### src/rtl/ea_pkg.sv
package ea_pkg;

  localparam logic [3:0] AM_NONE = 4'd0;
  localparam logic [3:0] AM_IMM  = 4'd1;
  localparam logic [3:0] AM_ZP   = 4'd2;
  localparam logic [3:0] AM_ZPX  = 4'd3;
  localparam logic [3:0] AM_ZPY  = 4'd4;
  localparam logic [3:0] AM_ABS  = 4'd5;
  localparam logic [3:0] AM_ABSX = 4'd6;
  localparam logic [3:0] AM_ABSY = 4'd7;
  localparam logic [3:0] AM_PREX = 4'd8;
  localparam logic [3:0] AM_POSY = 4'd9;
  localparam logic [3:0] AM_PTR  = 4'd10;

  typedef enum logic [1:0] {
    SQ_IDLE = 2'd0,
    SQ_LO   = 2'd1,
    SQ_HI   = 2'd2,
    SQ_FIN  = 2'd3
  } seq_t;

  function automatic logic is_ptr_mode(input logic [3:0] m);
    return (m == AM_PREX) || (m == AM_POSY) || (m == AM_PTR);
  endfunction

  function automatic logic [1:0] step_of(input logic [3:0] m);
    case (m)
      AM_IMM, AM_ZP, AM_ZPX, AM_ZPY, AM_PREX, AM_POSY: return 2'd2;
      AM_ABS, AM_ABSX, AM_ABSY, AM_PTR:                return 2'd3;
      default:                                         return 2'd1;
    endcase
  endfunction

endpackage

### src/rtl/ea_index_add.sv
module ea_index_add #(
  parameter int unsigned DW = 8
) (
  input  logic [2*DW-1:0] base,
  input  logic [DW-1:0]   idx,
  input  logic            zp_wrap,
  output logic [2*DW-1:0] sum,
  output logic            crossed
);
  localparam int unsigned AW = 2 * DW;

  logic [AW-1:0] full_sum;
  logic [DW-1:0] low_sum;

  always_comb begin
    full_sum = base + {{DW{1'b0}}, idx};
    low_sum  = base[DW-1:0] + idx;
    if (zp_wrap) begin
      sum     = {{DW{1'b0}}, low_sum};
      crossed = 1'b0;
    end else begin
      sum     = full_sum;
      crossed = (full_sum[AW-1:DW] != base[AW-1:DW]);
    end
  end
endmodule

### src/rtl/ea_seq.sv
module ea_seq
  import ea_pkg::*;
(
  input  logic clk,
  input  logic rst_n,
  input  logic start,
  input  logic ptr_mode,
  output seq_t state
);
  seq_t state_d;

  always_comb begin
    state_d = state;
    case (state)
      SQ_IDLE: if (start && ptr_mode) state_d = SQ_LO;
      SQ_LO:   state_d = SQ_HI;
      SQ_HI:   state_d = SQ_FIN;
      default: state_d = SQ_IDLE;
    endcase
  end

  always_ff @(posedge clk or negedge rst_n) begin
    if (!rst_n) state <= SQ_IDLE;
    else        state <= state_d;
  end


  lo_then_hi_chk: assert property (@(posedge clk) disable iff (!rst_n)
    (state == SQ_LO) |=> (state == SQ_HI));


  hi_then_fin_chk: assert property (@(posedge clk) disable iff (!rst_n)
    (state == SQ_HI) |=> (state == SQ_FIN));
endmodule

### src/rtl/ea_gen.sv
module ea_gen
  import ea_pkg::*;
#(
  parameter int unsigned DW = 8
) (
  input  logic              clk,
  input  logic              rst_n,
  input  logic              req,
  input  logic [3:0]        mode,
  input  logic [DW-1:0]     opnd_lo,
  input  logic [DW-1:0]     opnd_hi,
  input  logic [DW-1:0]     idx_x,
  input  logic [DW-1:0]     idx_y,
  input  logic [2*DW-1:0]   pc,
  output logic              mem_rd_en,
  output logic [2*DW-1:0]   mem_addr,
  input  logic [DW-1:0]     mem_rdata,
  output logic [2*DW-1:0]   ea,
  output logic [1:0]        pc_step,
  output logic              page_cross,
  output logic              done
);
  localparam int unsigned AW = 2 * DW;
  localparam logic [AW-1:0] ADDR_ONE = AW'(1);
  localparam logic [DW-1:0] BYTE_ONE = DW'(1);

  seq_t st;
  logic idle, accept, ptr_req, out_load;

  // registered request context
  logic [3:0]    mode_q;
  logic [DW-1:0] y_q, lo_byte_q;
  logic [AW-1:0] lo_addr_q, hi_addr_q;
  logic [AW-1:0] ea_q;
  logic [1:0]    step_q;
  logic          cross_q, done_q;

  // next-state values
  logic [AW-1:0] lo_addr_d, hi_addr_d;
  logic [DW-1:0] zp_ptr;
  logic [AW-1:0] dir_base, add_base, add_sum;
  logic [DW-1:0] dir_idx, add_idx;
  logic          dir_wrap, add_wrap, add_cross;
  logic [3:0]    mode_sel;

  ea_seq u_seq (
    .clk      (clk),
    .rst_n    (rst_n),
    .start    (req),
    .ptr_mode (is_ptr_mode(mode)),
    .state    (st)
  );

  assign idle    = (st == SQ_IDLE);
  assign accept  = req && idle;
  assign ptr_req = accept && is_ptr_mode(mode);

  // direct operand formation
  always_comb begin
    dir_base = '0;
    dir_idx  = '0;
    dir_wrap = 1'b0;
    case (mode)
      AM_IMM:  dir_base = pc + ADDR_ONE;
      AM_ZP:   begin dir_base = {{DW{1'b0}}, opnd_lo}; dir_wrap = 1'b1; end
      AM_ZPX:  begin dir_base = {{DW{1'b0}}, opnd_lo}; dir_idx = idx_x; dir_wrap = 1'b1; end
      AM_ZPY:  begin dir_base = {{DW{1'b0}}, opnd_lo}; dir_idx = idx_y; dir_wrap = 1'b1; end
      AM_ABS:  dir_base = {opnd_hi, opnd_lo};
      AM_ABSX: begin dir_base = {opnd_hi, opnd_lo}; dir_idx = idx_x; end
      AM_ABSY: begin dir_base = {opnd_hi, opnd_lo}; dir_idx = idx_y; end
      default: dir_base = '0;
    endcase
  end

  // shared adder: direct operands when idle, fetched pointer at finish
  always_comb begin
    if (idle) begin
      add_base = dir_base;
      add_idx  = dir_idx;
      add_wrap = dir_wrap;
    end else begin
      add_base = {mem_rdata, lo_byte_q};
      add_idx  = (mode_q == AM_POSY) ? y_q : '0;
      add_wrap = 1'b0;
    end
  end

  ea_index_add #(.DW(DW)) u_add (
    .base    (add_base),
    .idx     (add_idx),
    .zp_wrap (add_wrap),
    .sum     (add_sum),
    .crossed (add_cross)
  );

  // pointer byte addresses
  always_comb begin
    zp_ptr = opnd_lo + ((mode == AM_PREX) ? idx_x : '0);
    if (mode == AM_PTR) begin
      lo_addr_d = {opnd_hi, opnd_lo};
      hi_addr_d = {opnd_hi, opnd_lo} + ADDR_ONE;
    end else begin
      lo_addr_d = {{DW{1'b0}}, zp_ptr};
      hi_addr_d = {{DW{1'b0}}, zp_ptr + BYTE_ONE};
    end
  end

  assign mode_sel  = idle ? mode : mode_q;
  assign out_load  = (accept && !is_ptr_mode(mode)) || (st == SQ_FIN);
  assign mem_rd_en = (st == SQ_LO) || (st == SQ_HI);
  assign mem_addr  = (st == SQ_HI) ? hi_addr_q : lo_addr_q;

  always_ff @(posedge clk or negedge rst_n) begin
    if (!rst_n) begin
      mode_q    <= '0;
      y_q       <= '0;
      lo_addr_q <= '0;
      hi_addr_q <= '0;
      lo_byte_q <= '0;
      ea_q      <= '0;
      step_q    <= '0;
      cross_q   <= 1'b0;
      done_q    <= 1'b0;
    end else begin
      done_q <= out_load;
      if (accept) begin
        mode_q <= mode;
        y_q    <= idx_y;
      end
      if (ptr_req) begin
        lo_addr_q <= lo_addr_d;
        hi_addr_q <= hi_addr_d;
      end
      if (st == SQ_HI) begin
        lo_byte_q <= mem_rdata;
      end
      if (out_load) begin
        ea_q    <= add_sum;
        step_q  <= step_of(mode_sel);
        cross_q <= add_cross;
      end
    end
  end

  assign ea         = ea_q;
  assign pc_step    = step_q;
  assign page_cross = cross_q;
  assign done       = done_q;


  zp_page_chk: assert property (@(posedge clk) disable iff (!rst_n)
    (done && (mode_q == AM_ZP || mode_q == AM_ZPX || mode_q == AM_ZPY))
      |-> (ea[AW-1:DW] == '0));


  cross_mode_chk: assert property (@(posedge clk) disable iff (!rst_n)
    (done && page_cross)
      |-> (mode_q == AM_ABSX || mode_q == AM_ABSY || mode_q == AM_POSY));


  zp_ptr_read_chk: assert property (@(posedge clk) disable iff (!rst_n)
    (mem_rd_en && (mode_q == AM_PREX || mode_q == AM_POSY))
      |-> (mem_addr[AW-1:DW] == '0));


  ptr_done_chk: assert property (@(posedge clk) disable iff (!rst_n)
    (done && is_ptr_mode(mode_q)) |-> ($past(mem_rd_en, 2) && !$past(mem_rd_en, 1)));


  step_range_chk: assert property (@(posedge clk) disable iff (!rst_n)
    done |-> (pc_step != 2'd0));


  no_read_idle_chk: assert property (@(posedge clk) disable iff (!rst_n)
    idle |-> !mem_rd_en);
endmodule

### config.mk
export PLATFORM = sky130hd
export DESIGN_NAME = ea_gen
export DESIGN_NICKNAME = d
export VERILOG_FILES = /design/src/rtl/ea_pkg.sv /design/src/rtl/ea_index_add.sv /design/src/rtl/ea_seq.sv /design/src/rtl/ea_gen.sv
export SDC_FILE = /design/constraint.sdc
export NUM_CORES = 1
export LEC_CHECK = 0
export CELL_PAD_IN_SITES_DETAIL_PLACEMENT = 0
export CELL_PAD_IN_SITES_GLOBAL_PLACEMENT = 2
export CORE_MARGIN = 5
export CORE_UTILIZATION = 32
export CTS_CLUSTER_SIZE = 25
export DETAILED_ROUTE_END_ITERATION = 10
export PLACE_DENSITY_LB_ADDON = 0.1
export SYNTH_ARGS = -nofsm -noshare
export SYNTH_HDL_FRONTEND = slang
export SYNTH_SLANG_ARGS = --single-unit
### constraint.sdc
create_clock -name clk -period 4.55 [get_ports clk]
set_clock_uncertainty 0.15 [all_clocks]
set_input_delay 0.455 -clock clk [delete_from_list [all_inputs] [get_ports clk]]
set_output_delay 0.455 -clock clk [all_outputs]
set_load 0.005 [all_outputs]
# After elaboration in Yosys (flattened, before gate mapping)
# Memories as Yosys holds them, arrays and structs flattened. A register that Yosys moved wholly into a read port is not among the register bits.
# Index checks and enable logic that the tools add are counted.
# totals
register_bits	72
romBits	32
in_bits	63
output_inout_bits	37
elab_cells	63
memories	1
# memory_table
memory	words	width	read_ports	rd_clocked_by_memory_dff	write_ports	line	rtl
(name not given)	16	2	1	1	0	ea_pkg.sv:27	case (m)
# op_classes
add_sub_neg	6
n_eq_ne	16
mux	16
reduce_logical	15
# ops
cell	n
$mux W16	5
$pmux W16 S3	1
$add A16 B1 Y16 const B	2
$mux W8	3
$add A16 B8 Y16	1
$add A8 B8 Y8	2
$eq A4 B3 Y1 const B	4
$eq A4 B4 Y1 const B	4
$pmux W8 S2	1
$add A8 B1 Y8 const B	1
$eq A4 B2 Y1 const B	2
$ne A8 B8 Y1	1
$pmux W2 S3	1
$reduce_or A3 Y1	2
$eq A2 B2 Y1 const B	2
$eq A4 B1 Y1 const B	1
$logic_and A1 B1 Y1	4
$logic_or A1 B1 Y1	4
$mux W4	1
$reduce_or A2 Y1	2
$mux W1	3
$eq A2 B1 Y1 const B	1
$logic_not A1 Y1	2
$logic_not A2 Y1	1
other kinds (2)	2

# Longest topological paths before layout
# logic_depth
ltp_word	7
depth_mapped	18

# Cells and area by module
# Synthesis repeated with hierarchy kept, for this count alone.
# hier_totals
cells_unflattened	618
hier_area_um2	5564.1
# by_module_without_submodules
mod	n_inst	cells_each	area_per_inst_um2
ea_gen	1	522	4842.1
ea_index_add	1	85	599.3
ea_seq	1	11	122.6

# Worst setup path after synthesis
# Ideal clock, no wire load.
# synth_path
path_type	reg2reg
start	reg u_seq.state[0]
end	reg ea_q[14], in the netlist ea[14]
setup_ps	144
arrival_time_ps	3289
setup_slack_ps	966
path_stages_with_launch	18
path_buffers	3
cell_sequence	dfrtp_1 -> inv_1 -> ha_1 -> clkbuf_1 -> clkbuf_1 -> clkbuf_1 -> nor2_1 -> a21oi_1 -> ha_1 -> inv_1 -> fa_1 -> nor2b_1 -> o21ai_0 -> nand3_1 -> nand2_1 -> nor3_1 -> and3_1 -> o31ai_2
# synth_between
elab_chain_len	4
word_cells_on_any_way	10
cone_classes	1 x add/sub; 1 x eq/ne; 4 x mux; 4 x reduce/logical
# synth_lines
element	line	rtl
start: declaration	ea_seq.sv:8	output seq_t state
start signal: assignment	ea_seq.sv:24	else state <= state_d;
$logic_not A2 Y1	ea_gen.sv:54	assign idle = (st == SQ_IDLE);
$mux W16, or another cell as far along	ea_gen.sv:77	if (idle) begin
$add A16 B8 Y16 / $logic_and A1 B1 Y1 (equally long branches)	ea_index_add.sv:16, ea_gen.sv:109	
$mux W16 / $logic_or A1 B1 Y1 (equally long branches)	ea_index_add.sv:18, ea_gen.sv:109	
end signal: assignment	ea_gen.sv:138	ea_q <= add_sum;
end: declaration	ea_gen.sv:34	logic [AW-1:0] ea_q;
# Parallel ways exist; a longest one is shown, timed or not.
# A chain may end at the register's enable or synchronous reset.

# Worst setup path in the final report
# layout_path
start	in mode[2]
end	reg ea_q[14], in the netlist ea[14]
# layout_between
elab_chain_len	6
word_cells_on_any_way	27
cone_classes	1 x add/sub; 10 x eq/ne; 7 x mux; 9 x reduce/logical
# layout_lines
element	line	rtl
start: declaration	ea_gen.sv:9	input logic [3:0] mode,
$eq A4 B3 Y1, or another cell as far along	ea_gen.sv:63	case (mode)
$reduce_or A3 Y1 (no source line), or another cell as far along	n/a	
$pmux W16 S3, or another cell as far along	ea_gen.sv:63	
$mux W16, or another cell as far along	ea_gen.sv:77	
$add A16 B8 Y16 / $logic_and A1 B1 Y1 (equally long branches)	ea_index_add.sv:16, ea_gen.sv:109	
$mux W16 / $logic_or A1 B1 Y1 (equally long branches)	ea_index_add.sv:18, ea_gen.sv:109	
# Parallel ways exist; a longest one is shown, timed or not.

==> out/metrics.cfg <==
[status]
outcome=complete, no violations

[placed_design]
dpl.hpwl_um=12950
numPortBuffers=99
pre_cts_ws_ns=0.2831
placed_area_um2=6645
gp_congestion=0.7962

[global_route]
grt_max_degree=75
grt-ovfl-total=0
grt_pass1_wl_um=26960
grt_antenna_before_repair=0
grt_pass1_vias=4869
grt_usage_pct=17.42

[worst_setup_path]
cp-end-kind=flip-flop
required_ns=4.59
crit_arrival_ns=4.00
start_kind=input pin
r2r_start=u_seq.state[0]$_DFFE_PN0P_
worstPathMaxFanout=11
critPathKind=input pin to flip-flop
cp.buffers_inverters=2
rr_endpoint=ea[15]$_DFFE_PN0P_
critPathTopFamily=simple AND/OR/NAND/NOR gates
r2r_cells=12
path_cells=clkdlybuf4s50_1 > or4b_4 > nor2_1 > a21oi_1 > a21oi_1 > ha_1 > inv_1 > fa_1 > nor2b_1 > o21ai_0 > nand3_1 > nand2_1 > nor3_1 > and3_1 > o31ai_2
critPathMaxStageDelay_ns=0.67
reg2reg_slack_ns=0.81
cp_common_cell=a21oi_1
crit_slowest_cell=clkdlybuf4s50_1

[clocking]
clock_latency_ns=0.34
cts_resized=0
clk_root_buffer_cell=clkbuf_16
cts_sinks=74
cts_setup_buffers=0
cts_buffers=9
cts_buffer_depth=2
htree_levels=3
path_clk_slew_ns=0.06
hold_buffers=0
tritoncts=done

[route]
drt_wl_total_um=16910
via_per_inst=5.205
num_vias=4846
wire_per_inst_um=18.17
final_antenna_net_count=0
maxUsedRoutingLayer=met4
drt_iter0_drc=321
m1WireLength_um=8222
dr_wl_met3_um=806
firstDrtPassIters=5
route.detailed.drc=0
route.met2.wl_um=7599

[timing]
finalHoldViolations=0
max_freq_mhz=252.2
finalSetupViolations=0
finalCritPeriodShare_pct=87.16
rsz0062_at_grt=false
fin_crit_ns=3.966
finalWorstSetupSlack_ns=0.5842
tightest_slew_ns=1.019
timing.slew.headroom_pct=32.08
setup_tns_ns=0
hold_slack_ns=0.08890
slew_viol_final=0

[yosys]
ys_async_sr_fraction_pct=100.0
ys_seq_area_share_pct=34.43
synth.distinct_cells=62
synth_cells=608
synth_compound_area_share_pct=17.14
synth_area_per_cell_um2=8.847
ys.flop_type=dfrtp_1
synthAdderAreaFrac_pct=5.862
synth-xor-area-share_pct=7.490
synthSimpleGateAreaFrac_pct=20.47
synth_top_family_by_area=simple AND/OR/NAND/NOR gates
synth_fp_nets=695
yosysWarningCount=0
synth-seq-cells=74
synth_mux_area_share_pct=11.28
synth_edf_count=0
synth_area_um2=5379

[final_layout]
fin_area_um2=6898
final_nets=794
final_util_pct=41.74
layout-drive-gt1-share_pct=13.08
multi_input_area_um2=3353
synthToLayoutAreaGrowth_pct=28.24
register_area_um2=1852
diodes=0
n_fill_cell=1654

[die]
die_width_um=139.7
die_area_um2=19500
num_io_pins=100
initial_core_util_pct=32.55
rows=47
die_h_um=139.7
coreArea_um2=16520

[pwr]
leakage_nw=2.911
vdd_drop_max_uv=202.8
cellPowerDensity_nw_per_um2=501.2

[run]
max-cap-violations=0

[worst_hold_path]
min-delay-path-class=input pin to async pin

-- cells in the mapped netlist, types with 3 or more instances --
master	count	area share [%]
buf_6	3	0.63
xor2_1	23	3.7
mux2_2	45	9.4
o21a_1	4	0.56
a31oi_1	3	0.35
o21ai_1	4	0.37
nand2b_1	3	0.35
o31ai_2	3	0.70
a21o_1	7	0.98
inv_1	12	0.84
nand2_1	91	6.4
ha_1	22	5.1
nand3_1	23	2.1
nor2_1	51	3.6
a22o_1	9	1.5
a22oi_1	10	1.4
nor3_1	7	0.65
and3_1	6	0.70
clkbuf_1	18	1.3
a21oi_1	22	2.0
nor2b_1	6	0.70
and2_1	11	1.3
nand4_1	8	0.93
xnor2_1	23	3.7
a221oi_1	6	0.98
buf_1	5	0.35
o31ai_1	3	0.42
mux2i_1	10	1.9
dfrtp_1	74	34
a222oi_1	3	0.56
o21ai_0	53	4.9
-- metrics by stage --
stage | cells | total power [W]
after global placement | 916 | 0.002838
after detailed placement | 916 | 0.002856
final | 931 | 0.003457
after CTS | 931 | 0.003521
after global routing | 931 | 0.003747
after floorplan | 608 | 0.002113
-- logic make-up after synthesis --
| family | after synthesis |
|---|---|
| compound gates | 142 |
| simple gates | 226 |
| mux | 55 |
| xor+xnor | 46 |
| flops | 74 |
| buf+inv | 41 |
| fa+ha+maj | 24 |
-- worst max path at each step --
stage / start / end / slack (ns) / depth (start not counted)
2_1_floorplan: u_seq.state[0]$_DFFE_PN0P_ / ea[14]$_DFFE_PN0P_ / 0.97 / 17
3_3_place_gp: pc[0] / ea[15]$_DFFE_PN0P_ / 0.34 / 13
3_5_place_dp: mode[2] / ea[14]$_DFFE_PN0P_ / 0.28 / 15
4_1_cts: mode[2] / ea[14]$_DFFE_PN0P_ / 0.63 / 15
5_1_grt: pc[0] / ea[15]$_DFFE_PN0P_ / 0.38 / 13
6_report: mode[2] / ea[14]$_DFFE_PN0P_ / 0.58 / 15
-- state kept, by name, indices dropped and copies added, names as in the netlist --
register,cells
done,1
ea,16
hi_addr_q,16
lo_addr_q,16
lo_byte_q,8
mode_q,4
page_cross,1
pc_step,2
u_seq.state,2
y_q,8
-- placed cells by master, fill, tap and decap left out, types with 3 or more instances in the layout --
master	count
xnor2_1	23
mux2_2	45
a31oi_1	3
o21a_1	4
clkbuf_16	9
a22o_1	9
o31ai_1	3
and3_1	6
xor2_1	23
nor3_1	7
o31ai_2	3
a21oi_1	22
clkdlybuf4s50_1	98
a22oi_1	10
nor2b_1	6
nand2b_1	3
inv_1	12
ha_1	22
a222oi_1	3
o21ai_0	53
o21ai_1	4
nor2_1	51
buf_4	18
nand2_1	91
a21o_1	7
clkinv_2	4
a221oi_1	6
mux2i_1	10
nand3_1	23
nand4_1	8
dfrtp_1	74
and2_1	11
-- layer usage --
metal	GRT usage (%)	up-vias
li1	-	2373
met5	0	-
met3	2.779	15
met2	27.68	139
met4	5.150	0
met1	24.51	2319
-- where the power goes --
group	leakage (nW)	switching, W	internal [W]	total [W]
Clock	0.129	0.000280	0.000363	0.000643
Combinational	1.85	0.000884	0.000863	0.00175
Sequential	0.932	0.000139	0.000930	0.00107
-- area by class of cell --
type	count	share of cell area (%)
clock inverter	4	0.2902
inverter	13	0.7074
sequential	74	26.85
timing repair buffer	116	16.18
multi-input combinational	493	48.61
clock buffer	11	3.374
tap	220	3.991
-- worst register-to-register path, delay by kind of cell, from the launching register on --
kind	cells	cell delay, ns
flops	1	0.38
fa+ha+maj	2	0.63
simple gates	5	0.91
buf+inv	2	0.44
compound gates	3	1.13
Note: power is estimated with default switching activity, not from simulation.
